**config.mk**
```make
export PLATFORM = sky130hd
export DESIGN_NAME = exc_entry_unit
export DESIGN_NICKNAME = d
export VERILOG_FILES = /design/src/rtl/exc_entry_pkg.sv /design/src/rtl/exc_decode.sv /design/src/rtl/exc_vector.sv /design/src/rtl/exc_return.sv /design/src/rtl/exc_entry_unit.sv
export SDC_FILE = /design/constraint.sdc
export NUM_CORES = 1
export LEC_CHECK = 0
export ABC_AREA = 1
export CORE_AREA = 2 2 560 562
export CTS_CLUSTER_SIZE = 25
export DETAILED_ROUTE_END_ITERATION = 12
export DIE_AREA = 0 0 562 564
export GPL_TIMING_DRIVEN = 1
export PLACE_DENSITY_LB_ADDON = 0.3
export SYNTH_ARGS = -nofsm -noshare
export SYNTH_HDL_FRONTEND = slang
export SYNTH_HIERARCHICAL = 1
export SYNTH_SLANG_ARGS = --single-unit
```
**constraint.sdc**
```tcl
create_clock -name clk -period 7.65 [get_ports clk]
set_input_delay 0.765 -clock clk [delete_from_list [all_inputs] [get_ports clk]]
set_output_delay 0.765 -clock clk [all_outputs]
set_load 0.05 [all_outputs]
```
**src/rtl/exc_entry_pkg.sv**
```systemverilog
// Shared encodings for the exception entry unit.
// Assumes a 64-bit status word with bit 0 as least significant.
package exc_entry_pkg;
    localparam int XLEN    = 64;
    localparam int CODE_W  = 4;
    localparam int SUB_W   = 2;

    typedef enum logic [CODE_W-1:0] {
        EC_RESET   = 4'd0,
        EC_MCHECK  = 4'd1,
        EC_EXT     = 4'd2,
        EC_PROG    = 4'd3,
        EC_SYSCALL = 4'd4,
        EC_DECR    = 4'd5,
        EC_DBELL   = 4'd6,
        EC_HDBELL  = 4'd7,
        EC_HMAINT  = 4'd8,
        EC_HDECR   = 4'd9
    } exc_code_e;

    localparam int B_RI  = 1;
    localparam int B_DR  = 4;
    localparam int B_IR  = 5;
    localparam int B_FE1 = 8;
    localparam int B_FE0 = 11;
    localparam int B_ME  = 12;
    localparam int B_FP  = 13;
    localparam int B_POW = 18;
    localparam int B_HV  = 60;
    localparam int B_SF  = 63;

    localparam logic [XLEN-1:0] SAVE_CLEAR = 64'h0000_0000_783F_0000;
    localparam logic [XLEN-1:0] RELOC_LOW  = 64'h0000_0000_0001_8000;
    localparam logic [XLEN-1:0] RELOC_HIGH = 64'hC000_0000_0000_4000;

    typedef struct packed {
        logic              stop;
        logic              drop;
        logic              hv;
        logic              reloc_ok;
        logic [CODE_W-1:0] code;
        logic [XLEN-1:0]   save_pc;
        logic [XLEN-1:0]   save_msr;
        logic [XLEN-1:0]   new_pre;
    } dec_t;
endpackage

```
**src/rtl/exc_decode.sv**
```systemverilog
// Classifies one event: applies the power-save redirect, builds the
// saved pair and the unmasked new status word, and flags stop or drop.
// Assumes a purely combinational path; registering is done by the top.
module exc_decode
    import exc_entry_pkg::*;
(
    input  logic [CODE_W-1:0] code,
    input  logic [SUB_W-1:0]  sub,
    input  logic [XLEN-1:0]   pc,
    input  logic [XLEN-1:0]   msr,
    input  logic              impl_hv,
    input  logic              pwr_save,
    output dec_t              dec
);
    exc_code_e  eff;
    logic [3:0] wake;
    logic       unsup;
    logic       redirect;

    // Redirect power-save wakeups to reset and pick the wake cause.
    always_comb begin
        redirect = pwr_save && (code != 4'(EC_MCHECK));
        eff      = redirect ? EC_RESET : exc_code_e'(code);
        wake     = 4'h0;
        unsup    = 1'b0;
        if (redirect) begin
            case (exc_code_e'(code))
                EC_RESET:  wake = 4'h4;
                EC_EXT:    wake = 4'h8;
                EC_DECR:   wake = 4'h6;
                EC_DBELL:  wake = 4'h5;
                EC_HDBELL: wake = 4'h3;
                EC_HMAINT: wake = 4'hA;
                default:   unsup = 1'b1;
            endcase
        end
    end

    // Per-class rules for the saved pair and the new status word.
    always_comb begin
        dec          = '0;
        dec.code     = eff;
        dec.stop     = unsup;
        dec.reloc_ok = 1'b1;
        dec.save_pc  = pc;
        dec.save_msr = msr & ~SAVE_CLEAR;
        dec.new_pre  = '0;
        dec.new_pre[B_ME] = msr[B_ME];
        dec.new_pre[B_HV] = msr[B_HV];
        if (redirect) begin
            dec.save_msr[16] = 1'b1;
            dec.save_msr = dec.save_msr | ({{(XLEN-4){1'b0}}, wake} << 18);
        end
        case (eff)
            EC_RESET: begin
                if (msr[B_POW]) begin
                    dec.save_msr[16]  = 1'b1;
                    dec.new_pre[B_ME] = 1'b1;
                end
                if (impl_hv) dec.new_pre[B_HV] = 1'b1;
                dec.reloc_ok = 1'b0;
            end
            EC_MCHECK: begin
                if (!msr[B_ME]) dec.stop = 1'b1;
                if (impl_hv) dec.new_pre[B_HV] = 1'b1;
                dec.new_pre[B_ME] = 1'b0;
                dec.reloc_ok = 1'b0;
            end
            EC_PROG: begin
                case (sub)
                    2'd0: begin
                        if (!msr[B_FP] || (!msr[B_FE0] && !msr[B_FE1]))
                            dec.drop = 1'b1;
                        dec.save_msr[20] = 1'b1;
                    end
                    2'd1:    dec.save_msr[19] = 1'b1;
                    2'd2:    dec.save_msr[18] = 1'b1;
                    default: dec.save_msr[17] = 1'b1;
                endcase
            end
            EC_SYSCALL: dec.save_pc = pc + 64'd4;
            EC_EXT, EC_DECR, EC_DBELL: ;
            EC_HDBELL, EC_HMAINT, EC_HDECR: begin
                dec.hv            = 1'b1;
                dec.new_pre[B_HV] = 1'b1;
                dec.new_pre[B_RI] = msr[B_RI];
            end
            default: dec.stop = 1'b1;
        endcase
    end
endmodule

```
**src/rtl/exc_vector.sv**
```systemverilog
// Looks up the handler address, applies the prefix and the conditional
// relocation, and produces the final masked status word.
// Assumes NUM_CODES table entries of XLEN bits, entry i at i*XLEN.
module exc_vector
    import exc_entry_pkg::*;
#(
    parameter int NUM_CODES = 10
) (
    input  logic [CODE_W-1:0]         code,
    input  logic [NUM_CODES*XLEN-1:0] vec_table,
    input  logic [XLEN-1:0]           vec_prefix,
    input  logic [1:0]                reloc_mode,
    input  logic                      reloc_ok,
    input  logic                      old_ir,
    input  logic                      old_dr,
    input  logic                      old_hv,
    input  logic [XLEN-1:0]           new_pre,
    input  logic [XLEN-1:0]           impl_mask,
    output logic [XLEN-1:0]           handler,
    output logic [XLEN-1:0]           new_msr,
    output logic                      undef
);
    logic [XLEN-1:0] tbl [NUM_CODES];
    logic [XLEN-1:0] entry;
    logic            apply;
    logic [XLEN-1:0] relocated;

    for (genvar g = 0; g < NUM_CODES; g++) begin : g_tbl
        assign tbl[g] = vec_table[g*XLEN +: XLEN];
    end

    // Select the entry; out-of-range codes read as undefined.
    always_comb begin
        entry = '1;
        if (int'(code) < NUM_CODES) entry = tbl[code];
    end

    // Relocation only without a new hypervisor entry and with translation on.
    always_comb begin
        undef     = (entry == '1);
        apply     = reloc_ok && reloc_mode[1] && old_ir && old_dr &&
                    !(new_pre[B_HV] && !old_hv);
        relocated = entry | vec_prefix;
        new_msr   = new_pre;
        if (apply) begin
            relocated    = relocated | (reloc_mode[0] ? RELOC_HIGH : RELOC_LOW);
            new_msr[B_IR] = 1'b1;
            new_msr[B_DR] = 1'b1;
        end
        new_msr = new_msr & impl_mask;
        handler = relocated;
    end
endmodule

```
**src/rtl/exc_return.sv**
```systemverilog
// Builds the return PC and status word from one saved pair.
// Assumes the caller selects the pair; purely combinational.
module exc_return
    import exc_entry_pkg::*;
(
    input  logic [XLEN-1:0] pair_pc,
    input  logic [XLEN-1:0] pair_msr,
    input  logic [XLEN-1:0] impl_mask,
    output logic [XLEN-1:0] pc_out,
    output logic [XLEN-1:0] msr_out
);
    // Sanitise the status word, align and size the PC.
    always_comb begin
        msr_out        = pair_msr & impl_mask;
        msr_out[B_POW] = 1'b0;
        pc_out         = {pair_pc[XLEN-1:2], 2'b00};
        if (!msr_out[B_SF]) pc_out[XLEN-1:32] = '0;
    end
endmodule

```
**src/rtl/exc_entry_unit.sv**
```systemverilog
// Exception entry unit top: registers handler entry, the two saved pairs,
// the return result and the sticky checkstop.
// Assumes exc_valid and rfi_req are single-cycle strobes.
module exc_entry_unit
    import exc_entry_pkg::*;
#(
    parameter int NUM_CODES = 10
) (
    input  logic                      clk,
    input  logic                      rst_n,
    input  logic                      exc_valid,
    input  logic [CODE_W-1:0]         exc_code,
    input  logic [SUB_W-1:0]          exc_sub,
    input  logic [XLEN-1:0]           cur_pc,
    input  logic [XLEN-1:0]           cur_msr,
    input  logic [NUM_CODES*XLEN-1:0] vec_table,
    input  logic [XLEN-1:0]           vec_prefix,
    input  logic [1:0]                reloc_mode,
    input  logic [XLEN-1:0]           impl_mask,
    input  logic                      pwr_save,
    input  logic                      rfi_req,
    input  logic                      rfi_hv,
    output logic                      enter_valid,
    output logic                      enter_hv,
    output logic [XLEN-1:0]           handler_pc,
    output logic [XLEN-1:0]           new_msr,
    output logic [XLEN-1:0]           srr_pc,
    output logic [XLEN-1:0]           srr_msr,
    output logic [XLEN-1:0]           hsrr_pc,
    output logic [XLEN-1:0]           hsrr_msr,
    output logic                      checkstop,
    output logic                      ret_valid,
    output logic [XLEN-1:0]           ret_pc,
    output logic [XLEN-1:0]           ret_msr
);
    dec_t            dec;
    logic [XLEN-1:0] handler_c;
    logic [XLEN-1:0] new_msr_c;
    logic            undef_c;
    logic [XLEN-1:0] rpc_c;
    logic [XLEN-1:0] rmsr_c;

    exc_decode u_dec (
        .code     (exc_code),
        .sub      (exc_sub),
        .pc       (cur_pc),
        .msr      (cur_msr),
        .impl_hv  (impl_mask[B_HV]),
        .pwr_save (pwr_save),
        .dec      (dec)
    );

    exc_vector #(.NUM_CODES(NUM_CODES)) u_vec (
        .code       (dec.code),
        .vec_table  (vec_table),
        .vec_prefix (vec_prefix),
        .reloc_mode (reloc_mode),
        .reloc_ok   (dec.reloc_ok),
        .old_ir     (cur_msr[B_IR]),
        .old_dr     (cur_msr[B_DR]),
        .old_hv     (cur_msr[B_HV]),
        .new_pre    (dec.new_pre),
        .impl_mask  (impl_mask),
        .handler    (handler_c),
        .new_msr    (new_msr_c),
        .undef      (undef_c)
    );

    exc_return u_ret (
        .pair_pc   (rfi_hv ? hsrr_pc  : srr_pc),
        .pair_msr  (rfi_hv ? hsrr_msr : srr_msr),
        .impl_mask (impl_mask),
        .pc_out    (rpc_c),
        .msr_out   (rmsr_c)
    );

    // Commit an entry, a return or a checkstop on the strobe edge.
    always_ff @(posedge clk) begin
        if (!rst_n) begin
            enter_valid <= 1'b0;
            enter_hv    <= 1'b0;
            handler_pc  <= '0;
            new_msr     <= '0;
            srr_pc      <= '0;
            srr_msr     <= '0;
            hsrr_pc     <= '0;
            hsrr_msr    <= '0;
            checkstop   <= 1'b0;
            ret_valid   <= 1'b0;
            ret_pc      <= '0;
            ret_msr     <= '0;
        end else begin
            enter_valid <= 1'b0;
            ret_valid   <= 1'b0;
            if (!checkstop) begin
                if (exc_valid) begin
                    if (dec.stop) begin
                        checkstop <= 1'b1;
                    end else if (!dec.drop) begin
                        if (undef_c) begin
                            checkstop <= 1'b1;
                        end else begin
                            enter_valid <= 1'b1;
                            enter_hv    <= dec.hv;
                            handler_pc  <= handler_c;
                            new_msr     <= new_msr_c;
                            if (dec.hv) begin
                                hsrr_pc  <= dec.save_pc;
                                hsrr_msr <= dec.save_msr;
                            end else begin
                                srr_pc   <= dec.save_pc;
                                srr_msr  <= dec.save_msr;
                            end
                        end
                    end
                end else if (rfi_req) begin
                    ret_valid <= 1'b1;
                    ret_pc    <= rpc_c;
                    ret_msr   <= rmsr_c;
                end
            end
        end
    end

    // Checkstop never clears without reset.
    p_stop_sticky_r12: assert property (@(posedge clk) disable iff (!rst_n)
        checkstop |=> checkstop);
    // An entry pulse always follows a strobe.
    p_enter_follows_strobe_r12: assert property (@(posedge clk) disable iff (!rst_n)
        enter_valid |-> $past(exc_valid));
    // Entry and return never fire together.
    p_entry_over_return_r12: assert property (@(posedge clk) disable iff (!rst_n)
        !(enter_valid && ret_valid));
    // A taken machine check runs without machine-check-enable.
    p_mcheck_no_me_r5: assert property (@(posedge clk) disable iff (!rst_n)
        (enter_valid && $past(exc_code) == 4'(EC_MCHECK)) |-> !new_msr[B_ME]);
    // The prefix bits always appear in the handler address.
    p_prefix_kept_r8: assert property (@(posedge clk) disable iff (!rst_n)
        enter_valid |-> ((handler_pc & $past(vec_prefix)) == $past(vec_prefix)));
    // Bits 30:27 of the ordinary saved status stay clear after an entry.
    p_save_mask_r1: assert property (@(posedge clk) disable iff (!rst_n)
        (enter_valid && !enter_hv) |-> (srr_msr[30:27] == 4'h0));
    // Returned PC is aligned and the power bit is clear.
    p_ret_clean_r11: assert property (@(posedge clk) disable iff (!rst_n)
        ret_valid |-> (ret_pc[1:0] == 2'b00 && !ret_msr[B_POW]));
endmodule

```
After elaboration in Yosys (flattened, before gate mapping)

Cells that the tools add are included.

Flip-flop bits (word level): 513
Latch bits: 0
Bits in writable memories: 0
ROM bits: 0
Input port bits: 910
Output and inout port bits: 516
Logic and storage cells: 116
Memories kept: 0

Add/sub/neg operators: 1
Multipliers: 0
Div/mod/pow operators: 0
$lt $le $gt $ge: 2
Eq/ne operators: 18
Shift operators: 0
Multiplexer cells: 43
Bitwise gates (word level): 13
Reduce and logical (&&, ||, !) cells: 27

Operators with widths:

| kind                                           | number |
|---|---|
| 2-to-1 mux 64 bit                              | 9 |
| binary-select mux 64 bit (select 4 bit)        | 1 |
| OR 64 bit                                      | 2 |
| adder 64 x 3 -> 64 bit (second input constant) | 1 |
| bitwise AND 61 x 64 -> 64 bit                  | 1 |
| bitwise AND 64 bit                             | 1 |
| == test 64 bit (second input constant)         | 1 |
| OR 64 x 22 -> 64 bit                           | 1 |
| 2-to-1 mux 32 bit                              | 1 |
| == test 4 x 3 -> 1 bit (second input constant) | 7 |
| 2-to-1 mux 1 bit                               | 24 |
| one-hot mux 4 bit (6 select lines)             | 1 |
| == test 4 x 2 -> 1 bit (second input constant) | 3 |
| == test 4 bit (second input constant)          | 3 |
| 2-to-1 mux 4 bit                               | 3 |
| AND reduction 6 bit                            | 2 |
| OR reduction 3 bit                             | 3 |
| OR reduction 9 bit                             | 1 |
| logical NOT 4 bit                              | 2 |
| logical AND 1 bit                              | 7 |
| NOT 1 bit                                      | 7 |
| one-hot mux 1 bit (2 select lines)             | 3 |
| OR reduction 6 bit                             | 1 |
| >= comparator 5 bit (second input constant)    | 1 |
| 14 further kinds                               | 18 |

Depth between registers and ports, before layout

Depth in word-level cells: 14
Mapped depth: 28
Mapped depth without buffers: 23

Modules after synthesis

The synthesis kept the hierarchy.

Modules (own cells, without submodules):

| module         | times used | cells each | area an instance (um2) | sequential area each (um2) |
|---|---|---|---|---|
| exc_entry_unit | 1          | 3294       | 21241.6                | 10329.9 |
| exc_vector     | 1          | 1956       | 8192.9                 | 0.0 |
| exc_decode     | 1          | 624        | 3389.5                 | 0.0 |
| exc_return     | 1          | 227        | 1073.5                 | 0.0 |

Worst setup path after synthesis

Ideal clock, no wire load.

Kind: input to register
Start point: input port exc_code[2]
End point: register handler_pc[12]
Library setup time: 0.064 ns
Arrival: 3.482 ns
Required time: 7.586 ns
Path slack: 4.104 ns
Stages on the path: 26
Path buffers: 5
Cell sequence: nor2_1 -> inv_1 -> nor2_2 -> nor2_2 -> nor2_1 -> buf_6 -> inv_4 -> buf_6 -> buf_6 -> nand2_1 -> nand3_1 -> nand2_1 -> nand2_1 -> a21oi_1 -> nand2_1 -> nor2_1 -> nand2_1 -> nor2_1 -> nand2_1 -> nor2_1 -> nor2_2 -> nand3_2 -> buf_2 -> buf_1 -> nor2_1 -> nor2_1

RTL lines:

| element              | RTL line              | source |
|---|---|---|
| start, declared      | exc_entry_unit.sv:12  | `input logic [CODE_W-1:0] exc_code,` |
| end signal, assigned | exc_entry_unit.sv:105 | `handler_pc <= handler_c;` |
| end, declared        | exc_entry_unit.sv:25  | `output logic [XLEN-1:0] handler_pc,` |

==> run_results.csv <==
group,metric,value,unit
routing,drtIter0Drc,2785,
worst_setup_path,cp_max_fo,66,
worst_setup_path,slowest_stage,"a21oi_1",
timing,whs,0.4751,ns
worst_hold_path,worstHoldPathType,"flop to flop",
clocking,cts.sinks,516,
placed_design,place_hpwl,201200,um
timing,max_freq,0.1671,GHz
timing,hold_viol_final,0,
clocking,clkTransAtPathRegs,0.06,ns
logic_synthesis,avgSynthCellArea,5.557,um2
finish,drive_gt1_share,5.090,%
clocking,cts_resized,0,
worst_setup_path,critPathCaptureType,"flop",
routing,wire_per_inst,21.38,um
worst_hold_path,hold-path-cell-count,2,
placed_design,port_buffers,1416,
global_routing,busiest_layer,"met2",
worst_hold_path,hold_end,"enter_hv",
flow_run,max_cap_viol_count,0,
worst_setup_path,rr_startpoint,"checkstop",
timing,rsz0062_at_grt,"no",
clocking,cts_tree,"yes",
routing,ant_nets,0,
worst_setup_path,critPathLaunchType,"input port",
global_routing,met3_usage,6.006,%
floorplanning,die_w,562,um
worst_setup_path,reg2reg_to,"ret_msr[52]",
clocking,cts_buffers,80,
routing,drt_wl_total,245700,um
global_routing,grt_max_degree,172,
logic_synthesis,yosysWarnings,6,
worst_setup_path,worstSetupPathType,"input port to flop",
clocking,cts_max_path_buffers,4,
finish,final_common_cell,"nand2_1",
floorplanning,die-area,317000,um2
timing,finalSetupTns,0,ns
pwr,ir_worst_vdd,0.1601,mV
finish,area_growth,60.76,%
routing,post-route-drc-count,0,
global_routing,antenna_found_initial,97,
placed_design,place_area,51770,um2
global_routing,grt_pass1_vias,38250,
floorplanning,core_area,310900,um2
clocking,cts_root_buf,"clkbuf_16",
timing,finalMaxSlewViolations,0,
logic_synthesis,syn_area,33870,um2
floorplanning,placementRows,205,
timing,setup_viol,0,
timing,fin_crit,5.985,ns
finish,design_area,54450,um2
worst_setup_path,slowest_delay,0.84,ns
floorplanning,initial_utilization,10.90,%
timing,min_period_over_period,78.24,%
clocking,htreeDepth,3,
worst_setup_path,r2r_cells,6,
timing,slew_headroom,24.32,%
global_routing,grt_pass1_wl,325600,um
pwr,leakagePower,25.12,nW
finish,final_cell_mix,"2006 x nand2_1, 1421 x nor2_1, 1400 x clkdlybuf4s50_1",
floorplanning,ios,1426,
pwr,total_power,0.009940,W
global_routing,track_usage,14.87,%
routing,viasPerCell,3.474,
status,status,"complete, no violations",
clocking,post_cts_buffers,0,
worst_setup_path,crit_top_cell,"nand2_1",
global_routing,use_met2,24.03,%
worst_setup_path,cp.required,8.27,ns
global_routing,met1_usage,18.18,%
worst_hold_path,hold_start,"enter_hv",
floorplanning,die_h,564,um
routing,vias,39920,
worst_setup_path,worstPathArrival,6.61,ns
placed_design,gp_congestion,0.9378,
logic_synthesis,netlist_instances,6095,
finish,nNetsFinal,8185,
timing,skew,0.04325,ns
global_routing,grt_overflow_total,0,
clocking,clk_latency,0.74,ns
pwr,power.density,182.6,nW/um2
routing,firstDrtPassIters,5,
clocking,cts_hold_buf,0,
worst_setup_path,r2r_slack,5.16,ns
timing,worst_pin_slew,1.135,ns
[worst max-delay path, delay by kind of cell]
kind / cells / cell delay, ns
AOI/OAI and AO/OA: 3 / 1.24
and+or+nand+nor: 16 / 2.44
buffers and inverters: 7 / 1.99
[where the power goes]
group,switching (W),leakage (nW),internal (W)
registers,0.000111,4.23,0.00288
logic,0.00208,19.6,0.00111
clock network,0.00148,1.28,0.00227
total,0.00367,25.1,0.00627
[sequential cells by signal (all words and copies together), names as in the netlist]
register     flops
enter_hv         1
enter_valid      1
srr_pc          64
checkstop        1
new_msr         64
ret_msr         64
hsrr_msr        64
handler_pc      64
ret_pc          64
srr_msr         64
ret_valid        1
hsrr_pc         64
[worst max-delay path by stage]
stage / from / to / slack [ns] / cells past startpoint
2_1_floorplan: exc_code[2] / handler_pc[12] / 4.10 / 26
3_3_place_gp: exc_code[3] / hsrr_pc[26] / 0.70 / 26
3_5_place_dp: exc_code[3] / hsrr_pc[21] / 0.74 / 26
4_1_cts: exc_code[3] / hsrr_pc[25] / 1.57 / 26
5_1_grt: exc_code[3] / hsrr_msr[49] / 1.15 / 27
6_report: exc_code[3] / hsrr_pc[16] / 1.66 / 26
[cell type report]
cell class | instances | area [um2]
clock inverter | 19 | 216.5
antenna | 23 | 57.56
timing repair buffer | 1509 | 15160
sequential | 516 | 10330
inverter | 813 | 3074
clock buffer | 117 | 2404
multi-input combinational | 4354 | 18030
fill | 36170 | 256400
tap | 4140 | 5180
[stage by stage]
step | worst slack [ns] | cells | util (%)
3_5_place_dp | 0.7449 | 11330 | 16.65
6_report | 1.665 | 11490 | 17.52
2_1_floorplan | 4.104 | 6161 | -
3_3_place_gp | 0.7013 | 11330 | 16.65
5_1_grt | 1.149 | 11470 | 17.50
4_1_cts | 1.573 | 11470 | 17.50
[routing by layer]
layer | vias to the layer above | wire (um)
met5 | - | 373
met1 | 17910 | 103200
met4 | 60 | 6697
met2 | 1490 | 109100
li1 | 20200 | -
met3 | 263 | 26370
Power figures use the tool's default switching activity.
